### config.mk
export PLATFORM = sky130hd
export DESIGN_NAME = dma_req_arbiter
export DESIGN_NICKNAME = d
export VERILOG_FILES = /design/src/rtl/dmaarb_pkg.sv /design/src/rtl/dmaarb_qualify.sv /design/src/rtl/dmaarb_pick.sv /design/src/rtl/dma_req_arbiter.sv
export SDC_FILE = /design/constraint.sdc
export NUM_CORES = 1
export LEC_CHECK = 0
export ABC_AREA = 1
export BUFFER_PORTS_ARGS = -buffer_cell sky130_fd_sc_hd__buf_2
export CORE_ASPECT_RATIO = 0.7
export CORE_MARGIN = 8
export CORE_UTILIZATION = 48
export DETAILED_ROUTE_END_ITERATION = 16
export GPL_ROUTABILITY_DRIVEN = 0
export PLACE_DENSITY = 0.89
export SYNTH_ARGS = -nofsm -noshare
export SYNTH_HDL_FRONTEND = slang
export SYNTH_HIERARCHICAL = 1
export SYNTH_SLANG_ARGS = --single-unit
export TNS_END_PERCENT = 10
### constraint.sdc
create_clock -name clk -period 3.7 [get_ports clk]
set_input_delay 0.74 -clock clk [delete_from_list [all_inputs] [get_ports clk]]
set_output_delay 0.74 -clock clk [all_outputs]
set_load 0.02 [all_outputs]
### src/rtl/dmaarb_pkg.sv
package dmaarb_pkg;

    typedef enum logic [0:0] {
        ARB_IDLE  = 1'b0,
        ARB_GRANT = 1'b1
    } arb_state_e;

endpackage

### src/rtl/dmaarb_qualify.sv
module dmaarb_qualify #(
    parameter int N_CH = 32
) (
    input  logic [N_CH-1:0] single_req,
    input  logic [N_CH-1:0] burst_req,
    input  logic [N_CH-1:0] sw_req,
    input  logic [N_CH-1:0] chan_en,
    input  logic [N_CH-1:0] req_mask,
    input  logic [N_CH-1:0] burst_only,
    output logic [N_CH-1:0] qualified
);

    for (genvar c = 0; c < N_CH; c++) begin : g_ch
        logic periph_hit;
        // single requests count only when the channel is not burst-only
        assign periph_hit = burst_req[c] | (single_req[c] & ~burst_only[c]);
        // mask blocks peripheral lines only; software bypasses it
        assign qualified[c] = chan_en[c] & (sw_req[c] | (periph_hit & ~req_mask[c]));
    end

endmodule

### src/rtl/dmaarb_pick.sv
module dmaarb_pick #(
    parameter int N_CH = 32,
    parameter int IW   = $clog2(N_CH)
) (
    input  logic [N_CH-1:0] req,
    output logic            any,
    output logic [IW-1:0]   idx,
    output logic [N_CH-1:0] onehot
);

    always_comb begin
        idx = '0;
        for (int i = N_CH - 1; i >= 0; i--) begin
            if (req[i]) idx = IW'(i);
        end
        any    = |req;
        onehot = '0;
        if (any) onehot[idx] = 1'b1;
    end

    // the picked bit is a requesting one and no lower bit requests
    always_comb begin
        a_pick_subset_r8: assert ((onehot & ~req) == '0);
        a_pick_lowest_r8: assert (((onehot - 1'b1) & req & {N_CH{any}}) == '0);
    end

endmodule

### src/rtl/dma_req_arbiter.sv
module dma_req_arbiter
    import dmaarb_pkg::*;
#(
    parameter int N_CH = 32,
    localparam int IW  = $clog2(N_CH)
) (
    input  logic            clk,
    input  logic            rst_n,
    input  logic            master_en,
    input  logic            engine_idle,
    input  logic            engine_ack,
    input  logic [N_CH-1:0] single_req,
    input  logic [N_CH-1:0] burst_req,
    input  logic [N_CH-1:0] sw_req,
    input  logic [N_CH-1:0] chan_en,
    input  logic [N_CH-1:0] req_mask,
    input  logic [N_CH-1:0] burst_only,
    input  logic [N_CH-1:0] hi_prio,
    output logic            grant_valid,
    output logic [N_CH-1:0] grant_onehot,
    output logic [IW-1:0]   grant_idx
);

    arb_state_e      state_q, state_d;
    logic [N_CH-1:0] qual, qual_hi, ranked;
    logic            pick_any;
    logic [IW-1:0]   pick_idx;
    logic [N_CH-1:0] pick_oh;

    dmaarb_qualify #(.N_CH(N_CH)) u_qual (
        .single_req (single_req),
        .burst_req  (burst_req),
        .sw_req     (sw_req),
        .chan_en    (chan_en),
        .req_mask   (req_mask),
        .burst_only (burst_only),
        .qualified  (qual)
    );

    // the high group, if non-empty, hides every default channel
    assign qual_hi = qual & hi_prio;
    assign ranked  = (|qual_hi) ? qual_hi : qual;

    dmaarb_pick #(.N_CH(N_CH), .IW(IW)) u_pick (
        .req    (ranked),
        .any    (pick_any),
        .idx    (pick_idx),
        .onehot (pick_oh)
    );

    always_comb begin
        state_d = state_q;
        unique case (state_q)
            ARB_IDLE:  if (master_en && engine_idle && pick_any) state_d = ARB_GRANT;
            ARB_GRANT: if (!master_en || engine_ack)             state_d = ARB_IDLE;
            default:   state_d = ARB_IDLE;
        endcase
    end

    always_ff @(posedge clk or negedge rst_n) begin
        if (!rst_n) state_q <= ARB_IDLE;
        else        state_q <= state_d;
    end

    always_ff @(posedge clk or negedge rst_n) begin
        if (!rst_n) begin
            grant_onehot <= '0;
            grant_idx    <= '0;
        end else if (state_q == ARB_IDLE && state_d == ARB_GRANT) begin
            grant_onehot <= pick_oh;
            grant_idx    <= pick_idx;
        end else if (state_d == ARB_IDLE) begin
            grant_onehot <= '0;
            grant_idx    <= '0;
        end
    end

    assign grant_valid = (state_q == ARB_GRANT);

    // master enable low at an edge leaves no grant after it
    p_off_no_grant_r9: assert property (@(posedge clk) disable iff (!rst_n)
        !master_en |=> !grant_valid);

    // a new grant follows an edge at which the engine was idle
    p_start_on_idle_r10: assert property (@(posedge clk) disable iff (!rst_n)
        $rose(grant_valid) |-> $past(engine_idle));

    // a freshly granted channel was enabled at the deciding edge
    p_grant_enabled_r2: assert property (@(posedge clk) disable iff (!rst_n)
        $rose(grant_valid) |-> (($past(chan_en) & grant_onehot) != '0));

    // held grant is frozen until acknowledge
    p_hold_stable_r11: assert property (@(posedge clk) disable iff (!rst_n)
        (grant_valid && !engine_ack && master_en) |=> (grant_valid && $stable(grant_idx)));

    // exactly one bit while valid, none while idle
    p_onehot_r11: assert property (@(posedge clk) disable iff (!rst_n)
        grant_valid ? ($countones(grant_onehot) == 1) : (grant_onehot == '0));

    // acknowledge ends the grant at the next edge
    p_ack_clears_r11: assert property (@(posedge clk) disable iff (!rst_n)
        (grant_valid && engine_ack) |=> !grant_valid);

endmodule

## Yosys cells after proc, flatten, opt, wreduce, memory -nomap -nowiden

Index checks and enable logic that the tools add are counted.

- Equality and inequality tests: 1
- Reduce and logical (&&, ||, !) cells: 8
- Mux-type cells: 43
- $lt $le $gt $ge: 2
- Bitwise operators: 226

Operator list:

| kind | count |
|---|---|
| $mux W5 | 34 |
| $mux W32 | 4 |
| $and A1 B1 Y1 | 96 |
| $not A1 Y1 | 65 |
| $or A1 B1 Y1 | 64 |
| $reduce_or A32 Y1 | 2 |
| $and A32 B32 Y32 | 1 |
| $lt A5 B6 Y1 const B | 1 |
| $demux W1 S5 | 1 |
| $ge A5 B1 Y1 const B | 1 |
| $logic_and A1 B1 Y1 | 4 |
| $mux W1 | 3 |
| $ne A2 B1 Y1 const B | 1 |
| $pmux W1 S2 | 1 |
| $logic_not A1 Y1 | 1 |
| $logic_or A1 B1 Y1 | 1 |

- Bits in registers: 38
- Logic and storage cells: 283
- Input bits: 229
- Output and inout port bits: 38

## Longest topological paths before layout

Gate-level depths: netlist (run 1).

- Depth in word-level cells: 47
- Mapped depth: 49
- Gate-level depth less buffers: 48

## By module

Netlist (run 1), hierarchy kept.

Modules (own cells, without submodules):

| module | sequential area each (um2) | cells each | instances | area an instance (um2) |
|---|---|---|---|---|
| dma_req_arbiter | 950.9 | 293 | 1 | 2306.0 |
| dmaarb_qualify | 0.0 | 288 | 1 | 1241.2 |
| dmaarb_pick | 0.0 | 161 | 1 | 780.7 |

## Worst setup path before layout (run 1)

OpenSTA, ideal clock, no wires.

- Path kind: input to register
- From: in burst_only[27]
- To: reg grant_onehot[2]
- Path slack: 0.111 ns
- Required time: 3.562 ns
- Stages on the path: 48
- Library setup time: 0.138 ns
- Path buffers: 1
- Arrival: 3.451 ns
- Cell sequence: inv_1 -> nand2_1 -> nand2_1 -> nand2_1 -> a21oi_2 -> nand2_1 -> nand2_1 -> nor2_2 -> nand2_2 -> nor2_8 -> buf_12 -> nand3_2 -> nand2_1 -> inv_1 -> nand2_1 -> nand2_1 -> nand2_1 -> nand2_1 -> (+12 left out) -> nand2_1 -> nand2_1 -> nand2_1 -> nand2_1 -> nand2_1 -> nand2_1 -> nand2_1 -> nand2_1 -> nand2_1 -> nand2_1 -> nand2_1 -> nand2_2 -> nand2_4 -> nand2_8 -> nand2_8 -> nor2_2 -> inv_1 -> o22ai_1

- Elaborated cells on any way between the ends: 54
- Those cells by class: 2 x order compare; 1 x eq/ne; 39 x mux; 7 x bitwise; 5 x reduce/logical

RTL lines:

| what | line | source |
|---|---|---|
| start, declared | dma_req_arbiter.sv:17 | `input logic [N_CH-1:0] burst_only,` |
| $not A1 Y1 * | dmaarb_qualify.sv:16 | `assign periph_hit = burst_req[c] \| (single_req[c] & ~burst_only[c]);` |
| $and A1 B1 Y1 * | dmaarb_qualify.sv:16 |  |
| $or A1 B1 Y1 * | dmaarb_qualify.sv:16 |  |
| $and A1 B1 Y1 * | dmaarb_qualify.sv:18 | `assign qualified[c] = chan_en[c] & (sw_req[c] \| (periph_hit & ~req_mask[c]));` |
| $or A1 B1 Y1 * | dmaarb_qualify.sv:18 |  |
| $and A1 B1 Y1 * | dmaarb_qualify.sv:18 |  |
| named net qual[27] | dma_req_arbiter.sv:25 | `logic [N_CH-1:0] qual, qual_hi, ranked;` |
| $and A32 B32 Y32 * | dma_req_arbiter.sv:41 | `assign qual_hi = qual & hi_prio;` |
| (+2 left out) | - |  |
| named net ranked[29] | dma_req_arbiter.sv:25 |  |
| $mux W5 (30 in a row) | dmaarb_pick.sv:14 | `if (req[i]) idx = IW'(i);` |
| $lt A5 B6 Y1 (implied by the code) / $ge A5 B1 Y1 (equally long branches) | dmaarb_pick.sv:18 | `if (any) onehot[idx] = 1'b1;` |
| $logic_and A1 B1 Y1 (implied by the code) | dmaarb_pick.sv:18 |  |
| $mux W1 (implied by the code) | dmaarb_pick.sv:18 |  |
| $demux W1 S5 | - |  |
| $mux W32 * | dmaarb_pick.sv:18 |  |
| named net pick_oh[2] | dma_req_arbiter.sv:28 | `logic [N_CH-1:0] pick_oh;` |
| $mux W32 * | dma_req_arbiter.sv:69 | `end else if (state_q == ARB_IDLE && state_d == ARB_GRANT) begin` |
| end signal, assigned | dma_req_arbiter.sv:70 | `grant_onehot <= pick_oh;` |
| end, declared | dma_req_arbiter.sv:20 | `output logic [N_CH-1:0] grant_onehot,` |

Mark *: on every way through the listed nets, which the timed path passes. The rest lies on a longest branch.
A chain may end at the register's enable or synchronous reset.

## Worst setup path in the final report (run 1)

- From: in burst_only[13]
- To: reg grant_onehot[15]

- Word-level cells in the longest chain between the ends: 47
- Elaborated cells on any way between the ends: 54
- Those cells by class: 2 x order compare; 1 x eq/ne; 39 x mux; 7 x bitwise; 5 x reduce/logical

Ends and longest elaborated chain:

| what | line |
|---|---|
| $not A1 Y1 * | dmaarb_qualify.sv:16 |
| $and A1 B1 Y1 * | dmaarb_qualify.sv:16 |
| $or A1 B1 Y1 * | dmaarb_qualify.sv:16 |
| $and A1 B1 Y1 * | dmaarb_qualify.sv:18 |
| $or A1 B1 Y1 * | dmaarb_qualify.sv:18 |
| $and A1 B1 Y1 * | dmaarb_qualify.sv:18 |
| named net qual[13] | dma_req_arbiter.sv:25 |
| $and A32 B32 Y32 * | dma_req_arbiter.sv:41 |
| (+2 left out) | - |
| named net ranked[31] | dma_req_arbiter.sv:25 |
| $mux W5 (32 in a row) | dmaarb_pick.sv:14 |
| $lt A5 B6 Y1 (implied by the code) / $ge A5 B1 Y1 (equally long branches) | dmaarb_pick.sv:18 |
| $logic_and A1 B1 Y1 (implied by the code) | dmaarb_pick.sv:18 |
| $mux W1 (implied by the code) | dmaarb_pick.sv:18 |
| $demux W1 S5 | - |
| $mux W32 * | dmaarb_pick.sv:18 |
| named net pick_oh[15] | dma_req_arbiter.sv:28 |
| $mux W32 * | dma_req_arbiter.sv:69 |

Marks and branches as above.

==> impl_metrics.ini, run 1 <==
[outcome]
outcome = complete, but fails checks
failed_checks = negative setup slack

[place]
placed_cells = 1208
post-dp-hpwl_um = 12710
port_buffers = 266
place_ws_ns = -0.2965

[cts]
clockBufferDepth = 2
cts_buffers = 5
cts.root.buffer_cell = clkbuf_16
cts.clk_slew.worst_paths_ns = 0.06
cts_sinks = 38
htree_levels = 2
cts_tree = done
clk_latency_ns = 0.28

[synthesis]
syn_avg_cell_area_um2 = 5.833
synth_top_family_by_area = simple AND/OR/NAND/NOR gates
synth_seq_cells = 38
synthArstFlopShare = 1.000
synth_edf_count = 0
synth_top_flop_cell = dfrtp_1
synth_compound_area_frac = 0.1255
synth_fa_ha_area_frac = 0
yosys.area_share.simple = 0.3825
synthMuxAreaShare = 0
yosysWarnings = 6
synth_seq_area_share = 0.2197
synth-xor-area-share = 0
synth.distinct_cells = 33
synthCells = 742
synthesis.area_um2 = 4328
syn_nets = 971

[global_route]
grt_max_degree = 39
grt_pass1_vias = 5260
antenna_found_initial = 2
grt_pass1_wl_um = 22780
grtUsageTotal = 0.2265
gr-total-overflow = 0

[worst_setup_path]
rr_worst_depth = 3
slowest_stage = nor2_4
path_max_fanout = 8
critPathRequiredTime_ns = 3.89
worstSetupEndpointType = flop
critPathLaunchType = input pin
slowest_delay_ns = 0.19
reg2reg_from = grant_valid
cp_common_cell = nand2_1
crit_arrival_ns = 3.90
reg2reg_to = grant_idx[1]
path_class = in -> reg
rrSetupSlack_ns = 2.53

[power_and_ir_drop]
power_mw = 1.471
leakagePower_nw = 4.234
vdd_drop_max_mv = 0.2299
p_per_area_nw_per_um2 = 218.2

[sta]
hold_viol_final = 0
rsz0062_at_grt = true
slew_headroom = 0.4453
max_freq_ghz = 0.2696
worst_pin_slew_ns = 0.8321
fin_skew_ns = 0.004017
setup_viol = 1
maxSlewViolCount = 0
period_minus_slack_ns = 3.709
fin_crit_sh = 1.002
finalWorstSetupSlack_ns = -0.008988
whs_ns = 0.5330

[cells_and_area]
fin_nets = 1330
drive_gt1_frac = 0.4559
syn_to_final_growth_pct = 55.74
utilization = 0.7551
final-instance-count-excl-fill = 1227

[min_path]
min_to = grant_onehot[8]
hold_path_class = reg -> reg
hold_depth = 2
hp-start = grant_onehot[8]

[job]
maxCapViolCount = 0

[detailed_routing]
avgViaCountPerCell = 4.361
dr.pass1.iters = 4
first_iter_violations = 204
drc = 0
wirelength_um = 14990
ant_nets = 0
num_vias = 5351
wl_per_cell_um = 12.22

[die]
die_x_um = 129.5
ios = 267
die_y_um = 95.45
die_area_um2 = 12360
initial_core_util = 0.4849
fp.coreArea_um2 = 8926
num_rows = 29
state kept, by name (all words and copies together) (netlist names):
signal	flops
grant_idx	5
grant_valid	1
grant_onehot	32
critical path: cells and delay by family:
family / cells / cell delay (ns)
buffers and inverters: 3 / 0.16
AND/OR/NAND/NOR: 42 / 2.78
AO/OA/AOI/OAI: 2 / 0.20
area by class of cell:
cell class,count,area [µm²]
Multi-Input combinational cell,415,2300
Fill cell,720,2186
Timing Repair Buffer,367,2150
Inverter,274,1045
Sequential cell,38,950.9
Tap cell,124,155.1
Clock buffer,5,125.1
Clock inverter,2,10.01
Antenna cell,2,5.005
stage by stage:
stage	instance area [µm²]	TNS, ns
CTS	6540	0
finish	6740	-0.008988
floorplan	4328	0
global route	6740	-14.48
global placement	6389	-5.267
detailed placement	6389	-8.372
Yosys cell counts (all sizes together), types with 2 or more instances:
cell / number / share of area
a21oi: 33 / 0.066
nand3: 39 / 0.087
o22ai: 37 / 0.053
clkbuf: 5 / 0.0066
dfrtp: 38 / 0.22
nand4: 2 / 0.0029
nor3: 2 / 0.0023
buf: 10 / 0.024
nor4: 3 / 0.0043
nand2: 235 / 0.22
inv: 272 / 0.24
o21ai: 2 / 0.0023
nor2: 59 / 0.066
metal layers:
layer / GRT usage / up-vias / share of wire
li1: - / 2841 / -
met2: 0.4313 / 188 / 0.50
met1: 0.2418 / 2298 / 0.39
met3: 0.06313 / 24 / 0.087
met5: 0 / - / 0
met4: 0.06256 / 0 / 0.019
cell families (layout without fill, tap and decap cells):
family,count (synthesis),in the layout
and+or+nand+nor,341,341
buffers and inverters,289,648
other,0,2
AOI/OAI and AO/OA,74,74
DFF,38,38
cell usage in the layout, fill, tap and decap left out, types with 3 or more instances in the layout:
master,n
a21oi_2,32
buf_2,261
buf_4,98
buf_6,6
clkbuf_16,5
dfrtp_1,38
inv_1,260
inv_2,11
nand2_1,219
nand2_2,12
nand2_8,3
nand3_1,5
nand3_2,32
nor2_1,33
nor2_2,22
nor2_4,3
nor4_1,3
o22ai_1,30
o22ai_2,7
where the power goes:
| part | internal, mW | switching [mW] | total [mW] |
|---|---|---|---|
| clock network | 0.243 | 0.157 | 0.400 |
| logic | 0.302 | 0.343 | 0.644 |
| registers | 0.423 | 0.00394 | 0.427 |
repair_timing:
| action | in CTS | in global routing |
|---|---|---|
| hold buffers | 0 | 0 |
| resized for setup | 5 | 35 |
| endpoints found under the setup margin | 4 | 33 |
| hold endpoints to repair | 0 | 0 |
| setup buffers | 0 | 10 |
| pin swaps | 4 | 55 |
how the worst max path moves through the flow:
stage,depth (start not counted),startpoint,endpoint
after floorplan,48,burst_only[27],grant_onehot[2]
after global placement,45,burst_only[13],grant_onehot[10]
after detailed placement,46,burst_only[13],grant_onehot[15]
after CTS,46,single_req[10],grant_onehot[23]
after global routing,46,single_req[11],grant_onehot[23]
final,47,burst_only[13],grant_onehot[15]
Note: power is estimated with default switching activity, not from simulation.
==> run 2: changes to the inputs <==
SETUP_SLACK_MARGIN = 0.2   (was unset)
==> run 2 against run 1 <==
Sequential cell count unchanged. The run now ends clean. Wire length increased by 5.4%. Via count increased by 2.0%. Critical endpoint is now grant_onehot[31]. First-iteration DRC count increased by 47%. Setup slack improved by 0.022 ns. Critical path depth decreased by 1. Cell count increased by 0.49%. Total power increased by 2.5%. Global-route usage increased by 0.90 points.
==> impl_metrics.ini, run 2 (same netlist as run 1, synthesis figures left out) <==
[outcome]
outcome = finished clean

[power_and_ir_drop]
p_per_area_nw_per_um2 = 218.7
vdd_drop_max_mv = 0.2196
seqPwrFrac = 0.283
p_switching_mw = 0.5210
leakagePower_nw = 4.291
power_mw = 1.507
intPower_mw = 0.9864
p_sw_frac = 0.3456
pwr-share-clk = 0.268
p_comb_frac = 0.449

[die]
num_rows = 29
fp.coreArea_um2 = 8926
initial_core_util = 0.4849
ios = 267
die_y_um = 95.45
die_area_um2 = 12360
die_x_um = 129.5

[cells_and_area]
largest_register = grant_onehot
antennaDiodeCount = 0
final_cell_mix = inv_1, buf_2, nand2_1
utilization = 0.7721
drive_gt1_frac = 0.4680
final_cell_area_um2 = 6892
syn_to_final_growth_pct = 59.24
fillers = 696
largest_reg_flops = 32
fin_nets = 1338
final_common_cell = inv_1

[worst_setup_path]
worstSetupEndpointType = flop
critPathRequiredTime_ns = 3.90
critPathLaunchType = input pin
slowest_stage = nor2_4
rrSetupSlack_ns = 2.53
crit_arrival_ns = 3.89
path_class = in -> reg
path_buf_inv = 2
slowest_delay_ns = 0.19
cp_common_cell = nand2_1
path_max_fanout = 8
cp_top_family = simple AND/OR/NAND/NOR gates

[job]
maxCapViolCount = 0

[global_route]
grt_pass1_vias = 5461
grt_max_degree = 39
grt_pass1_wl_um = 23760
antenna_found_initial = 0
gr-total-overflow = 0
grtUsageTotal = 0.2354

[sta]
slew_headroom = 0.4523
maxSlewViolCount = 0
worst_pin_slew_ns = 0.8216
whs_ns = 0.5382
setup_viol = 0
finalWorstSetupSlack_ns = 0.01331
max_freq_ghz = 0.2712
hold_viol_final = 0
period_minus_slack_ns = 3.687
rsz0062_at_grt = true
fin_skew_ns = 0.003690
fin_crit_sh = 0.9964

[cts]
ctsHoldBuffers = 0
cts.clk_slew.worst_paths_ns = 0.06
cts_buffers = 5
cts_sinks = 38
cts_tree = done
cts.root.buffer_cell = clkbuf_16
clk_latency_ns = 0.28
htree_levels = 2
clockBufferDepth = 2

[detailed_routing]
first_iter_violations = 299
ant_nets = 0
drc = 0
wl_per_cell_um = 12.82
num_vias = 5460
avgViaCountPerCell = 4.428
dr.pass1.iters = 4
wirelength_um = 15810

[place]
placed_area_um2 = 6431
port_buffers = 266
place_ws_ns = -0.2498
post-dp-hpwl_um = 12810

[min_path]
hold_path_class = reg -> reg
## run 2: cell count changes in the layout (fill, tap and decap cells not counted), moves of 2 or more
cell     previous run  this run
buf_6               6        12
buf_4              98       102
nand2_1           219       213
buf_12              2         4
nand2_2            12        18
diode_2             2         0
buf_2             261       257
## run 2: worst paths after layout
check                                 from                to  depth (start not counted)
max reg2reg                    grant_valid      grant_idx[1]                          3
max in group asynchronous            rst_n   grant_onehot[0]                          1
min in group asynchronous            rst_n  grant_onehot[28]                          1
min                        grant_onehot[8]   grant_onehot[8]                          2
max                         single_req[15]  grant_onehot[31]                         46
min reg2reg                grant_onehot[8]   grant_onehot[8]                          2
## run 2: routing by layer
metal  global-route usage  part of all wire
met5                    0                 0
met4              0.05871             0.013
met3              0.05475             0.080
met2               0.4490              0.51
met1               0.2595              0.39
## run 2: power by group through the flow
stage               Sequential, mW  Combinational, mW  Clock (mW)
floorplan                    0.442              0.324           0
global placement             0.433              0.612           0
detailed placement           0.434              0.626           0
CTS                          0.427              0.641       0.404
global route                 0.427              0.746       0.420
finish                       0.427              0.678       0.403
## run 2: cell type report
| class | instances | area [µm²] | area share |
|---|---|---|---|
| multi-input cells | 415 | 2338 | 0.3393 |
| well taps | 124 | 155.1 | 0.02251 |
| clock buffers | 5 | 125.1 | 0.01816 |
| clock inverters | 2 | 10.01 | 0.001452 |
| flip-flops and latches | 38 | 950.9 | 0.1380 |
| inverters | 274 | 1045 | 0.1516 |
| repair buffers | 375 | 2267 | 0.3290 |
## run 2: per-stage QoR
step                      setup TNS, ns  cells
after detailed placement         -7.112   1210
final                                 0   1233
after global routing             -14.02   1233
after global placement           -5.649   1210
after CTS                             0   1222
after floorplan                       0    742
## run 2: what timing repair did
action | in CTS | in global routing
gates cloned | 0 | 0
buffers inserted | 5 | 11
pin swaps | 7 | 49
resized for setup | 16 | 40
endpoints found under the setup margin | 32 | 38
hold endpoints to repair | 0 | 0
## run 2: worst reg2reg max path: cells and delay by family (launching register included)
kind / cells / cell delay [ns]
flip-flops: 1 / 0.39
AND/OR/NAND/NOR: 1 / 0.10
AO/OA/AOI/OAI: 1 / 0.15
buffers and inverters: 1 / 0.40
==> run 3: changes to the inputs <==
ABC_AREA = 0   (was 1)
CORE_UTILIZATION = 43   (was 48)
REMOVE_ABC_BUFFERS = 1   (was unset)
==> run 3 against run 2 <==
The flow now finishes with violations (negative setup slack). Via count down 13%. Sequential cell count unchanged. Total power down 12%. Die area down 14%. Clock skew up 0.011 ns. Critical path type unchanged. Largest power group unchanged. Highest routed layer unchanged.
==> impl_metrics.ini, run 3 <==
[detailed_routing]
ant_nets = 0
first_iter_violations = 458
dr.pass1.iters = 6
drc = 0
num_vias = 4740
wl_per_cell_um = 21.18
wirelength_um = 16800
avgViaCountPerCell = 5.977

[cts]
ctsHoldBuffers = 0
cts_sinks = 38
cts_tree = done
cts.root.buffer_cell = clkbuf_8
cts.clk_slew.worst_paths_ns = 0.08
htree_levels = 2
clk_latency_ns = 0.32
cts_buffers = 5
clockBufferDepth = 2

[global_route]
grtUsageTotal = 0.2972
grt_pass1_vias = 4924
antenna_found_initial = 0
grt_max_degree = 39
grt_pass1_wl_um = 25100
gr-total-overflow = 0

[place]
placed_area_um2 = 5145
placed_cells = 782
post-dp-hpwl_um = 13610
port_buffers = 266
place_ws_ns = -0.6131

[cells_and_area]
final_cell_mix = buf_2, buf_4, dfrtp_1
drive_gt1_frac = 0.5597
syn_to_final_growth_pct = 67.93
largest_reg_flops = 32
final_common_cell = buf_2
final_cell_area_um2 = 5425
antennaDiodeCount = 0
fin_nets = 924
largest_register = grant_onehot
final-instance-count-excl-fill = 793

[synthesis]
synthArstFlopShare = 1.000
synthTopCellsByCount = dfrtp_1, a22o_1, nand2b_1, nor2b_1, o21a_1
synth_top_area_share = 0.2943
synthesis.area_um2 = 3231
synth.distinct_cells = 46
syn_avg_cell_area_um2 = 8.924
synthMostInstantiatedCell = dfrtp_1
synthCells = 362
synth_seq_cells = 38
synth_seq_area_share = 0.2943
yosysWarnings = 6
netlist_top_cells_area = dfrtp_1, a22o_1, o311a_1, o21a_1, nand2b_1
yosys.area.top_type = dfrtp_1
synth_top_flop_cell = dfrtp_1
synth_edf_count = 0

[die]
ios = 267
initial_core_util = 0.4433
die_area_um2 = 10590
die_y_um = 88.52
num_rows = 26
fp.coreArea_um2 = 7287
die_x_um = 119.6

[sta]
slew_headroom = 0.4308
finalWorstSetupSlack_ns = -0.1441
hold_viol_final = 0
rsz0062_at_grt = true
maxSlewViolCount = 0
fin_crit_sh = 1.039
worst_pin_slew_ns = 0.8538
period_minus_slack_ns = 3.844
setup_viol = 22
fin_skew_ns = 0.01428
max_freq_ghz = 0.2601
fin_setup_tns_ns = -1.663

[worst_setup_path]
crit_arrival_ns = 4.09
cp_common_cell = buf_6
slowest_delay_ns = 0.59
reg2reg_to = grant_valid
path_max_fanout = 8
path_class = in -> reg
critPathRequiredTime_ns = 3.95
rrSetupSlack_ns = 2.42
path_buf_inv = 3
path_cells = buf_6 > nor2b_1 > o311a_1 > a22oi_1 > nand4_1 > nor4_4 > buf_6 > o21a_1 > nand2b_1 > a2111oi_2 > o211ai_1 > a2111o_4 > buf_12 > nor3_2 > a22o_1
rr_worst_depth = 3
crit_cells = 15
critPathLaunchType = input pin
reg2reg_from = grant_valid
slowest_stage = a2111o_4
cp_top_family = compound AO/OA/AOI/OAI gates
worstSetupEndpointType = flop

[outcome]
outcome = complete, but fails checks
failed_checks = negative setup slack

[power_and_ir_drop]
vdd_drop_max_mv = 0.1687
leakagePower_nw = 2.855
p_per_area_nw_per_um2 = 245.8

[min_path]
hold_depth = 1
min_to = grant_idx[1]
hold_path_class = reg -> reg
hp-start = grant_idx[1]

[job]
maxCapViolCount = 0
==> run 3: cell types whose count changed after synthesis, moves of 33 or more <==
cell	delta
o21a_1	+33
o22ai_1	-37
a22o_1	+37
nand2_1	-221
nand2b_1	+35
inv_1	-262
nor2b_1	+35
==> run 3: layout make-up <==
| cell class | instances | area (µm²) |
|---|---|---|
| inverters | 7 | 33.78 |
| multi-input cells | 302 | 2297 |
| clock inverters | 2 | 10.01 |
| fillers | 529 | 1862 |
| clock buffers | 5 | 68.82 |
| flip-flops and latches | 38 | 950.9 |
| well taps | 98 | 122.6 |
| repair buffers | 341 | 1942 |
==> run 3: repair_timing <==
item,4_1_cts,5_1_grt
pin swaps,11,6
gates cloned,0,0
endpoints found under the hold margin,0,0
resized for setup,16,19
setup buffers,3,1
setup endpoints to repair,38,38
==> run 3: kinds of logic after synthesis <==
logic type	share of synthesized area
buffers and inverters	0.03485
AND/OR/NAND/NOR	0.2971
flip-flops	0.2943
AO/OA/AOI/OAI	0.3737
==> run 3: stage by stage <==
step	util	total power, mW	hold slack (ns)
2_1_floorplan	-	0.6790	0.4444
3_3_place_gp	0.7060	0.9582	0.4820
3_5_place_dp	0.7060	0.9817	0.4801
4_1_cts	0.7325	1.286	0.5005
5_1_grt	0.7445	1.387	0.5216
6_report	0.7445	1.333	0.5023
==> run 3: worst max-delay path by stage <==
stage | startpoint | slack [ns] | end
2_1_floorplan | single_req[10] | -0.71 | grant_onehot[12]
3_3_place_gp | single_req[0] | -0.47 | grant_onehot[8]
3_5_place_dp | single_req[0] | -0.61 | grant_onehot[16]
4_1_cts | single_req[13] | -0.06 | grant_onehot[29]
5_1_grt | single_req[17] | -0.23 | grant_onehot[29]
6_report | single_req[5] | -0.14 | grant_onehot[29]
==> run 3: where the power goes <==
| group | switching, mW | internal, mW | total [mW] |
|---|---|---|---|
| logic | 0.311 | 0.305 | 0.617 |
| clock network | 0.163 | 0.127 | 0.290 |
| registers | 0.00532 | 0.422 | 0.427 |
| total | 0.480 | 0.854 | 1.33 |
==> run 3: worst register-to-register path, stage by stage, from the launching register on <==
cell,delay [ns]
dfrtp_1,0.41
and3b_1,0.17
buf_4,0.25
or2_2,0.33
==> run 3: routing by layer <==
layer,part of all wire,track usage,routed length (µm),vias up
li1,-,-,-,2106
met1,0.37,0.3386,6245,2166
met2,0.47,0.5243,7959,390
met3,0.12,0.09496,1994,78
met4,0.036,0.09481,597,0
met5,0,0,0,-
